[config.mk]
export PLATFORM = sky130hd
export DESIGN_NAME = bus_own_ctrl
export DESIGN_NICKNAME = d
export VERILOG_FILES = /design/src/rtl/bus_own_pkg.sv /design/src/rtl/bus_own_fsm.sv /design/src/rtl/bus_own_attr.sv /design/src/rtl/bus_own_pins.sv /design/src/rtl/bus_own_ctrl.sv
export SDC_FILE = /design/constraint.sdc
export NUM_CORES = 1
export LEC_CHECK = 0
export BUFFER_PORTS_ARGS = -buffer_cell sky130_fd_sc_hd__buf_2
export CAP_MARGIN = 20
export CORE_MARGIN = 2
export CORE_UTILIZATION = 48
export CTS_CLUSTER_DIAMETER = 100
export DETAILED_ROUTE_END_ITERATION = 10
export PLACE_DENSITY = 0.85
export SLEW_MARGIN = 0
export SYNTH_ARGS = -nofsm -noshare
export SYNTH_HDL_FRONTEND = slang
export SYNTH_SLANG_ARGS = --single-unit
[constraint.sdc]
create_clock -name clk -period 2.12 [get_ports clk]
set_input_delay 0.106 -clock clk [delete_from_list [all_inputs] [get_ports clk]]
set_output_delay 0.106 -clock clk [all_outputs]
set_load 0.01 [all_outputs]
[src/rtl/bus_own_pkg.sv]
package bus_own_pkg;
    // Ownership phases of the bus interface
    typedef enum logic [2:0] {
        ST_IDLE = 3'd0,   // processor owns the bus, nothing running
        ST_ADDR = 3'd1,   // address strobe cycle
        ST_DATA = 3'd2,   // data beats
        ST_SUSP = 3'd3,   // access stopped by backoff
        ST_HOLD = 3'd4    // bus handed to an outside agent
    } own_state_e;

    typedef struct packed {
        logic dc;
        logic dma;
        logic sup;
        logic wr;
    } acc_attr_t;
endpackage

[src/rtl/bus_own_fsm.sv]
module bus_own_fsm
    import bus_own_pkg::*;
#(
    parameter int BEATS = 3
) (
    input  logic       clk,
    input  logic       bus_reset,
    input  logic       acc_req,
    input  logic       hold_req,
    input  logic       backoff,
    output own_state_e state_q,
    output logic       pend_q,
    output logic       accept,
    output logic       done
);
    localparam int CW = (BEATS > 1) ? $clog2(BEATS) : 1;
    localparam logic [CW-1:0] LAST_IDX = CW'(BEATS - 1);

    typedef struct packed {
        own_state_e    st;
        logic          pend;
        logic [CW-1:0] cnt;
    } fsm_regs_t;

    fsm_regs_t r_q, r_d;

    always_comb begin
        r_d    = r_q;
        accept = 1'b0;
        done   = 1'b0;
        if (bus_reset) begin
            // hold arbitration keeps running; access state is cleared
            r_d.st   = hold_req ? ST_HOLD : ST_IDLE;
            r_d.pend = 1'b0;
            r_d.cnt  = '0;
        end else begin
            unique case (r_q.st)
                ST_IDLE: begin
                    if (hold_req) begin
                        r_d.st = ST_HOLD;
                    end else if (r_q.pend) begin
                        r_d.st   = ST_ADDR;
                        r_d.pend = 1'b0;
                    end else if (acc_req) begin
                        accept  = 1'b1;
                        r_d.st  = ST_ADDR;
                        r_d.cnt = LAST_IDX;
                    end
                end
                ST_ADDR: begin
                    r_d.st = backoff ? ST_SUSP : ST_DATA;
                end
                ST_DATA: begin
                    if (backoff) begin
                        r_d.st = ST_SUSP;
                    end else if (r_q.cnt == '0) begin
                        done   = 1'b1;
                        r_d.st = hold_req ? ST_HOLD : ST_IDLE;
                    end else begin
                        r_d.cnt = r_q.cnt - 1'b1;
                    end
                end
                ST_SUSP: begin
                    if (!backoff) begin
                        if (hold_req) begin
                            r_d.st   = ST_HOLD;
                            r_d.pend = 1'b1;
                        end else begin
                            r_d.st = ST_ADDR;
                        end
                    end
                end
                ST_HOLD: begin
                    if (!hold_req) r_d.st = ST_IDLE;
                end
                default: r_d.st = ST_IDLE;
            endcase
        end
    end

    always_ff @(posedge clk) begin
        r_q <= r_d;
    end

    assign state_q = r_q.st;
    assign pend_q  = r_q.pend;

    // a new access is never taken while an outside agent asks for the bus
    assert_accept_not_in_hold_R8: assert property (@(posedge clk) disable iff (bus_reset)
        accept |-> !hold_req);

    // the beat counter only counts down while data is moving
    assert_count_frozen_R2: assert property (@(posedge clk) disable iff (bus_reset)
        (r_q.st == ST_SUSP) |=> $stable(r_q.cnt));
endmodule

[src/rtl/bus_own_attr.sv]
module bus_own_attr
    import bus_own_pkg::*;
(
    input  logic      clk,
    input  logic      bus_reset,
    input  logic      accept,
    input  acc_attr_t attr_in,
    output acc_attr_t attr_q
);
    acc_attr_t attr_d;

    always_comb begin
        attr_d = attr_q;
        if (bus_reset)   attr_d = '0;
        else if (accept) attr_d = attr_in;
    end

    always_ff @(posedge clk) begin
        attr_q <= attr_d;
    end

    // attributes only move at the acceptance edge
    assert_attr_on_accept_R7: assert property (@(posedge clk) disable iff (bus_reset)
        !accept |=> $stable(attr_q));
endmodule

[src/rtl/bus_own_pins.sv]
module bus_own_pins
    import bus_own_pkg::*;
(
    input  own_state_e state_q,
    input  logic       pend_q,
    input  logic       acc_req,
    input  logic       backoff,
    input  logic       bus_reset,
    input  acc_attr_t  attr_q,
    output logic       hold_ack,
    output logic       bus_req,
    output logic       addr_strobe,
    output logic       addr_oe,
    output logic       data_oe,
    output logic       ctl_oe,
    output logic       attr_oe
);
    logic in_access;
    logic own_drive;

    always_comb begin
        in_access   = (state_q == ST_ADDR) || (state_q == ST_DATA);
        own_drive   = in_access && !backoff && !bus_reset;
        hold_ack    = (state_q == ST_HOLD);
        addr_strobe = own_drive && (state_q == ST_ADDR);
        addr_oe     = own_drive;
        ctl_oe      = own_drive;
        attr_oe     = own_drive;
        data_oe     = own_drive && (state_q == ST_DATA) && attr_q.wr;
        bus_req     = !bus_reset &&
                      (acc_req || pend_q || in_access || (state_q == ST_SUSP));
    end
endmodule

[src/rtl/bus_own_ctrl.sv]
module bus_own_ctrl
    import bus_own_pkg::*;
#(
    parameter int BEATS = 3
) (
    input  logic clk,
    input  logic bus_reset,
    input  logic acc_req,
    input  logic acc_is_data,
    input  logic acc_is_dma,
    input  logic acc_is_super,
    input  logic acc_is_write,
    input  logic hold_req,
    input  logic backoff,
    output logic acc_accept,
    output logic acc_done,
    output logic hold_ack,
    output logic bus_req,
    output logic addr_strobe,
    output logic addr_oe,
    output logic data_oe,
    output logic ctl_oe,
    output logic wr_dir,
    output logic attr_oe,
    output logic attr_dc,
    output logic attr_dma,
    output logic attr_sup
);
    own_state_e state_q;
    logic       pend_q;
    acc_attr_t  attr_in;
    acc_attr_t  attr_q;

    assign attr_in = '{dc: acc_is_data, dma: acc_is_dma, sup: acc_is_super, wr: acc_is_write};

    bus_own_fsm #(.BEATS(BEATS)) u_fsm (
        .clk      (clk),
        .bus_reset(bus_reset),
        .acc_req  (acc_req),
        .hold_req (hold_req),
        .backoff  (backoff),
        .state_q  (state_q),
        .pend_q   (pend_q),
        .accept   (acc_accept),
        .done     (acc_done)
    );

    bus_own_attr u_attr (
        .clk      (clk),
        .bus_reset(bus_reset),
        .accept   (acc_accept),
        .attr_in  (attr_in),
        .attr_q   (attr_q)
    );

    bus_own_pins u_pins (
        .state_q    (state_q),
        .pend_q     (pend_q),
        .acc_req    (acc_req),
        .backoff    (backoff),
        .bus_reset  (bus_reset),
        .attr_q     (attr_q),
        .hold_ack   (hold_ack),
        .bus_req    (bus_req),
        .addr_strobe(addr_strobe),
        .addr_oe    (addr_oe),
        .data_oe    (data_oe),
        .ctl_oe     (ctl_oe),
        .attr_oe    (attr_oe)
    );

    assign wr_dir   = attr_q.wr;
    assign attr_dc  = attr_q.dc;
    assign attr_dma = attr_q.dma;
    assign attr_sup = attr_q.sup;

    assert_float_backoff_R1: assert property (@(posedge clk) disable iff (bus_reset)
        backoff |-> !(addr_oe || data_oe || ctl_oe || attr_oe || addr_strobe || acc_done));

    assert_resume_strobe_R2: assert property (@(posedge clk) disable iff (bus_reset)
        (state_q == ST_SUSP && !backoff && !hold_req) |=> (addr_strobe || backoff || bus_reset));

    assert_hold_float_R3: assert property (@(posedge clk) disable iff (bus_reset)
        hold_ack |-> !(addr_oe || data_oe || ctl_oe || attr_oe || addr_strobe));

    always_comb begin
        if (bus_reset) begin
            assert_bus_req_low_R5: assert (!bus_req);
        end
    end

    assert_dc_with_dir_R7: assert property (@(posedge clk) disable iff (bus_reset)
        !acc_accept |=> ($stable(attr_dc) && $stable(wr_dir)));

    assert_no_hold_mid_access_R8: assert property (@(posedge clk) disable iff (bus_reset)
        (state_q == ST_ADDR) |=> !hold_ack);

    assert_hold_after_backoff_R9: assert property (@(posedge clk) disable iff (bus_reset)
        (backoff && hold_req && state_q == ST_SUSP) |=> !hold_ack);

    assert_hold_drop_R10: assert property (@(posedge clk) disable iff (bus_reset)
        (hold_ack && !hold_req) |=> (!hold_ack && !addr_oe && !ctl_oe && !addr_strobe));
endmodule

==> reports/metrics.yaml, run 1 <==
clock_network:
  ctsResizeCount: 0
  clkTransAtPathRegs_ns: 0.07
  clkLatencyLatePin_ns: 0.27
  cts.htree.levels: 1
  cts_root_buffer: "clkbuf_4"
  tritoncts: "built"
  numCtsBuffers: 3
  ctsHoldBuffers: 0
  postCtsSetupBuffers: 0
  cts.sinks: 10
  cts_buffer_depth: 2
timing:
  skew_ns: 0.001927
  hold_viol: 0
  period_needed_ns: 1.851
  finalSetupViolCount: 0
  tns_ns: 0
  finalMaxSlewViolations: 0
  max_freq_mhz: 540.2
  tightest_slew_ns: 0.4722
  maxSlewHeadroom_pct: 68.40
  min_period_over_period_pct: 87.33
  rsz0062_at_grt: "false"
finish:
  utilization_pct: 58.75
  fillers: 122
  num-nets-final: 104
  area_growth_pct: 15.07
  n_antenna_cell: 0
  layout_common_cells: "buf_2, a21oi_1, dfxtp_1, nor3_1"
  final_common_cell: "buf_2"
  drive_gt1_share_pct: 33.33
die:
  rows: 13
  die_area_um2: 1698
  core_um2: 1301
  die_height_um: 41.21
  ios: 22
  start_util_pct: 51.06
  die_w_um: 41.21
route:
  finalWirelength_um: 1409
  drt_first_iter_violations: 10
  drc: 0
  ant_nets: 0
  first_pass_iters: 4
  post_drt_wl_per_cell_um: 13.05
  vias_per_cell: 5.833
  vias: 630
power:
  p_per_area_nw_per_um2: 883.2
  p_leak_nw: 0.3318
  vdd_ir_drop_max_mv: 0.3821
logic_synthesis:
  syn_area_per_cell_um2: 8.858
  yosysUniqueCellTypes: 35
  yosysTopAreaCellShare_pct: 21.09
  synth_area_leader_cell: "dfxtp_1"
  synth_edf_count: 3
  ys.flop_type: "dfxtp_1"
  yosysWarnings: 0
  synth_area_leaders: "dfxtp_1, edfxtp_1, a21oi_1, nor3_1, nor4b_4"
  async_reset_ff_share_pct: 0
  syn_inst: 75
  synth_nets: 85
  yosysSeqAreaShare_pct: 34.65
  synth_area_um2: 664.4
  synth-seq-cells: 10
critical_path:
  worst-path-buf-inv: 1
  critical_path_arrival_ns: 1.75
  crit_required_ns: 2.01
  crit_chain: "or4b_4 > nor3_1 > buf_2"
  worstSetupStartpointType: "register"
  slowest_delay_ns: 0.63
  slowest_stage: "or4b_4"
  critical-path-top-delay-family: "simple AND/OR/NAND/NOR gates"
  critPathCaptureType: "primary output"
  worstSetupPathType: "register to primary output"
  cp_max_fo: 9
worst_hold_path:
  min_path_type: "input pin to register"
placement:
  port_buffers: 21
  dp_hpwl_um: 1056
  gp_congestion: 0.7099
global_routing:
  antenna_found_initial: 0
  grt_start_max_net_pins: 17
  overflow: 0
  grt_usage_pct: 18.92
  grt_pass1_vias: 499
  grt_pass1_wl_um: 2076
job:
  max-cap-violations: 0
status:
  status: "complete, no violations"
-- metrics by stage --
stage	total power, W	hold slack, ns	cell area, µm²	setup slack (ns)	cells
2_1_floorplan	0.0005022	0.2519	664.4	0.5705	75
3_3_place_gp	0.0005325	0.3599	738.2	0.5250	104
6_report	0.0006752	0.08276	764.5	0.2687	108
4_1_cts	0.0006817	0.07841	764.5	0.2493	108
3_5_place_dp	0.0005432	0.3683	738.2	0.4238	104
5_1_grt	0.0007252	0.08441	764.5	0.1643	108
-- area by class of cell --
| cell class | count | area [µm²] | area share (%) |
|---|---|---|---|
| sequential | 10 | 230.2 | 30.11 |
| timing repair buffer | 21 | 105.1 | 13.75 |
| multi-input combinational | 55 | 372.9 | 48.77 |
| clock buffer | 3 | 22.52 | 2.946 |
| clock inverter | 1 | 3.754 | 0.4910 |
| inverter | 3 | 11.26 | 1.473 |
| tap | 15 | 18.77 | 2.455 |
-- report_power, final --
group	leakage, nW	switching (W)	total, W	internal, W
registers	0.0907	0.0000582	0.000292	0.000233
logic	0.226	0.000140	0.000247	0.000107
clock network	0.0154	0.0000685	0.000137	0.0000682
total	0.332	0.000267	0.000675	0.000408
-- flip-flops by register name, indices dropped and copies added, names as in the netlist --
| name | cells |
|---|---|
| u_fsm.pend_q | 1 |
| u_fsm.r_q | 2 |
| u_attr.attr_q | 4 |
| u_fsm.state_q | 3 |
-- logic make-up after synthesis --
group	count (synthesis)	synth area share [%]
adder cells (fa/ha/maj)	1	1.883
AO/OA/AOI/OAI	27	25.61
flip-flops	10	34.65
AND/OR/NAND/NOR	27	28.62
buffers and inverters	10	9.227
-- path summary, 6_finish.rpt --
check | start | end | slack [ns] | cells past startpoint
worst min-delay path | acc_is_dma | u_attr.attr_q[2] | 0.08 | 3
worst min register to register | u_fsm.r_q[1] | u_fsm.r_q[1] | 0.47 | 2
worst max register to register | u_fsm.r_q[0] | u_fsm.state_q[0] | 0.43 | 5
worst max-delay path | u_fsm.state_q[1] | acc_accept | 0.27 | 3
-- cell usage after synthesis, drive strengths merged (2+ instances only) --
cell type  instances
clkbuf             2
nand3              4
o21ai              8
or3                2
buf                5
nor4               2
a211oi             2
edfxtp             3
inv                3
dfxtp              7
nor3               5
o21a               2
nor2b              3
nor2               2
nor3b              2
a21oi              9
-- worst min-delay path: stages --
cell and delay [ns]:
buf_2 0.09, nand3_1 0.05, a21oi_1 0.05
-- routing by layer --
layer	share of wire (%)	GRT usage (%)	vias to the layer above	wire length, µm
met5	0	0	-	0
met4	2.2	9.677	0	31
met3	5.9	3.261	3	83
met2	50	31.25	22	700
met1	42	23.28	290	593
li1	-	-	315	-
Note: power is estimated with default switching activity, not from simulation.
==> run 2: changes to the inputs <==
==> constraint.sdc (replaced) <==
create_clock -name clk -period 2.12 [get_ports clk]
set_input_delay 0.212 -clock clk [delete_from_list [all_inputs] [get_ports clk]]
set_output_delay 0.212 -clock clk [all_outputs]
set_load 0.01 [all_outputs]
==> run 2 against run 1 <==
  * Sequential cell count stayed put
  * Die area stayed put
  * Fmax is 0.75% higher
  * Non-clock buffer count is 1 higher
  * Critical path type unchanged
  * Cell count is 0.93% higher
  * Largest cell class unchanged
  * Clock skew is 0.0054 ns higher
  * Sequential power is 6% lower
  * Setup slack better by 0.014 ns
  * Largest power group is now combinational cells
==> reports/metrics.yaml, run 2 (synthesis results as in run 1) <==
finish:
  drive_gt1_share_pct: 34.04
  fin_cells: 109
  num-nets-final: 105
  largest_register_ffs: 4
  layout_common_cells: "buf_2, a21oi_1, dfxtp_1, nor3_1"
  max_flop_register: "u_attr.attr_q"
  fillers: 117
  area_growth_pct: 16.20
  n_antenna_cell: 0
  final_common_cell: "buf_2"
timing:
  skew_ns: 0.007362
  tns_ns: 0
  period_needed_ns: 1.838
  tightest_slew_ns: 0.5259
  hold_viol: 0
  finalSetupViolCount: 0
  rsz0062_at_grt: "false"
  maxSlewHeadroom_pct: 64.81
  worst_slack_ns: 0.2824
  min_period_over_period_pct: 86.68
  finalMaxSlewViolations: 0
  max_freq_mhz: 544.2
route:
  first_pass_iters: 4
  post_drt_wl_per_cell_um: 13.38
  finalWirelength_um: 1458
  vias: 646
  vias_per_cell: 5.927
  drc: 0
  drt_first_iter_violations: 13
  ant_nets: 0
clock_network:
  ctsHoldBuffers: 0
  clkLatencyLatePin_ns: 0.26
  cts.htree.levels: 1
  ctsResizeCount: 0
  tritoncts: "built"
  clkTransAtPathRegs_ns: 0.07
  cts.sinks: 10
  numCtsBuffers: 3
  cts_root_buffer: "clkbuf_4"
  cts_buffer_depth: 2
  postCtsSetupBuffers: 0
die:
  core_um2: 1301
  die_w_um: 41.21
  start_util_pct: 51.06
  rows: 13
  die_area_um2: 1698
  die_height_um: 41.21
  ios: 22
placement:
  dp_hpwl_um: 1023
  gp_congestion: 0.7885
  pre_cts_ws_ns: 0.4676
  dp.cells: 105
  port_buffers: 21
status:
  status: "complete, no violations"
critical_path:
  critPathCaptureType: "primary output"
  slowest_delay_ns: 0.54
  crit_required_ns: 1.91
  crit_chain: "or2_2 > nor4_1 > buf_2"
  slowest_stage: "edfxtp_1"
  worstSetupPathType: "register to primary output"
  critical_path_arrival_ns: 1.63
  cp_max_fo: 11
  worstSetupStartpointType: "register"
global_routing:
  grt_pass1_wl_um: 2159
  grt_start_max_net_pins: 17
  antenna_found_initial: 0
  grt_pass1_vias: 538
  overflow: 0
  grt_usage_pct: 19.57
power:
  p_leak_nw: 0.3367
  vdd_ir_drop_max_mv: 0.4842
  p_per_area_nw_per_um2: 888.2
  power_w: 0.0006857
job:
  max-cap-violations: 0
worst_hold_path:
  min_path_type: "input pin to register"
## run 2: cell count changes in the layout (fill, tap and decap cells not counted)
cell | before | now
clkbuf_1 | 0 | 1
clkinv_1 | 1 | 0
buf_4 | 0 | 1
## run 2: worst max-delay path, delay by kind of cell, from the launching register on
kind | cells | cell delay [ns]
flops | 1 | 0.54
buf+inv | 1 | 0.17
simple gates | 2 | 0.65
## run 2: report_power, final
| group | switching, W | internal [W] |
|---|---|---|
| clock network | 0.0000640 | 0.0000726 |
| registers | 0.0000409 | 0.000233 |
| logic | 0.000161 | 0.000115 |
| total | 0.000265 | 0.000420 |
## run 2: area by class of cell
type	instances	area [µm²]	area share [%]
sequential	10	230.2	29.82
clock buffer	4	26.28	3.404
tap	15	18.77	2.431
multi-input combinational	55	372.9	48.30
timing repair buffer	22	112.6	14.59
inverter	3	11.26	1.459
## run 2: final timing paths
check | slack (ns) | end | startpoint | depth (start not counted)
worst max-delay path | 0.28 | acc_done | u_fsm.state_q[2] | 3
worst min-delay path | 0.20 | u_attr.attr_q[3] | acc_is_data | 3
worst max register to register | 0.42 | u_fsm.state_q[0] | u_fsm.r_q[0] | 5
worst min register to register | 0.45 | u_fsm.r_q[1] | u_fsm.r_q[1] | 2
## run 2: per-layer routing
metal  up-vias  GRT usage, %  routed length (µm)  share of wire (%)
li1        320             -                   -                  -
met1       303         24.58                 626                 43
met2        21         31.25                 737                 51
met3         2         3.261                  89                6.1
met4         0         11.29                   6               0.41
met5         -             0                   0                  0
## run 2: per-stage QoR
step                area [µm²]  utilization (%)  hold slack, ns
global route             772.0            59.33          0.2038
floorplan                664.4                -          0.3579
detailed placement       745.7            57.31          0.4506
CTS                      772.0            59.33          0.1909
global placement         745.7            57.31          0.4452
finish                   772.0            59.33          0.1988
==> run 3: changes to the inputs <==
CORE_UTILIZATION = 51   (was 48)
CTS_BUF_LIST = sky130_fd_sc_hd__clkbuf_4 sky130_fd_sc_hd__clkbuf_8   (was not set)
PLACE_DENSITY = 0.9   (was 0.85)
==> run 3 against run 2 <==
  * Global-route usage increased by 2.5 points
  * Sequential cell count unchanged
  * Via count decreased by 0.62%
  * Die area decreased by 5.3%
==> reports/metrics.yaml, run 3 (synthesis results as in run 1) <==
status:
  status: "complete, no violations"
critical_path:
  rr_worst_depth: 3
  slowest_stage: "or4b_4"
  crit_start: "u_fsm.state_q[1]"
  r2r-end: "u_fsm.state_q[1]"
  cp_max_fo: 9
  crit_required_ns: 1.91
  rr_startpoint: "u_fsm.state_q[0]"
  critical_path_arrival_ns: 1.77
  worstSetupPathType: "register to primary output"
  r2r_slack_ns: 0.46
  worstSetupStartpointType: "register"
  crit_chain: "or4b_4 > nor3_1 > buf_2"
  slowest_delay_ns: 0.61
  critPathCaptureType: "primary output"
die:
  start_util_pct: 53.05
  core_um2: 1252
  die_height_um: 40.10
  rows: 13
  ios: 22
  die_area_um2: 1608
  die_w_um: 40.10
clock_network:
  cts.htree.levels: 1
  tritoncts: "built"
  postCtsSetupBuffers: 0
  numCtsBuffers: 3
  ctsHoldBuffers: 0
  clkLatencyLatePin_ns: 0.28
  cts_root_buffer: "clkbuf_4"
  clkTransAtPathRegs_ns: 0.08
  cts.sinks: 10
  ctsResizeCount: 0
  cts_buffer_depth: 2
finish:
  num-nets-final: 104
  utilization_pct: 61.34
  drive_gt1_share_pct: 34.41
  n_antenna_cell: 0
  fillers: 105
  area_growth_pct: 15.63
  fin_cells: 108
  max_flop_register: "u_attr.attr_q"
  register_area_um2: 230.2
  largest_register_ffs: 4
  final_common_cell: "buf_2"
  multi_input_area_um2: 372.9
  layout_common_cells: "buf_2, a21oi_1, dfxtp_1, nor3_1"
timing:
  finalMaxSlewViolations: 0
  finalSetupViolCount: 0
  min_period_over_period_pct: 93.31
  worst_slack_ns: 0.1418
  tns_ns: 0
  rsz0062_at_grt: "false"
  whs_ns: 0.1788
  hold_viol: 0
  tightest_slew_ns: 0.5111
  skew_ns: 0.009397
  maxSlewHeadroom_pct: 65.80
  max_freq_mhz: 505.5
  period_needed_ns: 1.978
global_routing:
  busiest_layer: "met2"
  grt_use_met2_pct: 35.08
  grt_usage_pct: 22.11
  antenna_found_initial: 0
  globalRouteMet1Util_pct: 26.35
  grt_pass1_vias: 502
  gr-usage-met3_pct: 5.000
  grt_start_max_net_pins: 17
  grt_pass1_wl_um: 2256
  overflow: 0
worst_hold_path:
  hp-start: "acc_is_data"
  min_path_type: "input pin to register"
  hold_end: "u_attr.attr_q[3]"
  hold_depth: 3
placement:
  pre_cts_ws_ns: 0.4544
  gp_congestion: 0.8048
  dp.cells: 104
  dp_hpwl_um: 1094
  port_buffers: 21
route:
  finalWirelength_um: 1505
  drt_first_iter_violations: 23
  post_drt_wl_per_cell_um: 13.94
  ant_nets: 0
  drc: 0
  vias_per_cell: 5.944
  vias: 642
  first_pass_iters: 4
power:
  p_per_area_nw_per_um2: 916.9
  p_leak_nw: 0.3348
  vdd_ir_drop_max_mv: 0.4482
job:
  max-cap-violations: 0
==> run 3: cell types whose count changed in the layout (fill, tap and decap cells not counted) <==
cell and change:
buf_4 -1, clkbuf_1 -1, clkbuf_4 +1
==> run 3: worst max-delay path, delay by kind of cell, from the launching register on <==
family	cells	cell delay [ns]
flip-flops	1	0.56
buffers and inverters	1	0.16
AND/OR/NAND/NOR	2	0.77
==> run 3: per-layer routing <==
layer	up-vias	share of wire, %
li1	313	-
met1	295	40
met2	30	49
met3	4	8.2
met4	0	2.1
met5	-	0
==> run 3: worst max path at each step <==
stage,end,slack (ns),cells past startpoint
2_1_floorplan,u_fsm.state_q[0],0.57,5
3_3_place_gp,acc_accept,0.50,3
3_5_place_dp,acc_accept,0.45,3
4_1_cts,acc_accept,0.14,3
5_1_grt,acc_accept,0.08,3
6_report,acc_accept,0.14,3
==> run 3: cell type report <==
cell class,count,area share [%]
clock buffer,4,3.909
multi-input combinational,55,48.53
inverter,3,1.466
tap,15,2.443
timing repair buffer,21,13.68
sequential,10,29.97
==> run 3: report_power, final <==
part | internal [W] | leakage [nW] | switching [W]
registers | 0.000233 | 0.0907 | 0.0000585
clock network | 0.0000860 | 0.0184 | 0.0000787
logic | 0.000107 | 0.226 | 0.000141
total | 0.000426 | 0.335 | 0.000278
==> run 3: per-stage QoR <==
| stage | instance area (µm²) | power (W) |
|---|---|---|
| after floorplan | 664.4 | 0.0005022 |
| after CTS | 768.2 | 0.0007018 |
| after global placement | 738.2 | 0.0005295 |
| after global routing | 768.2 | 0.0007455 |
| after detailed placement | 738.2 | 0.0005410 |
| final | 768.2 | 0.0007044 |
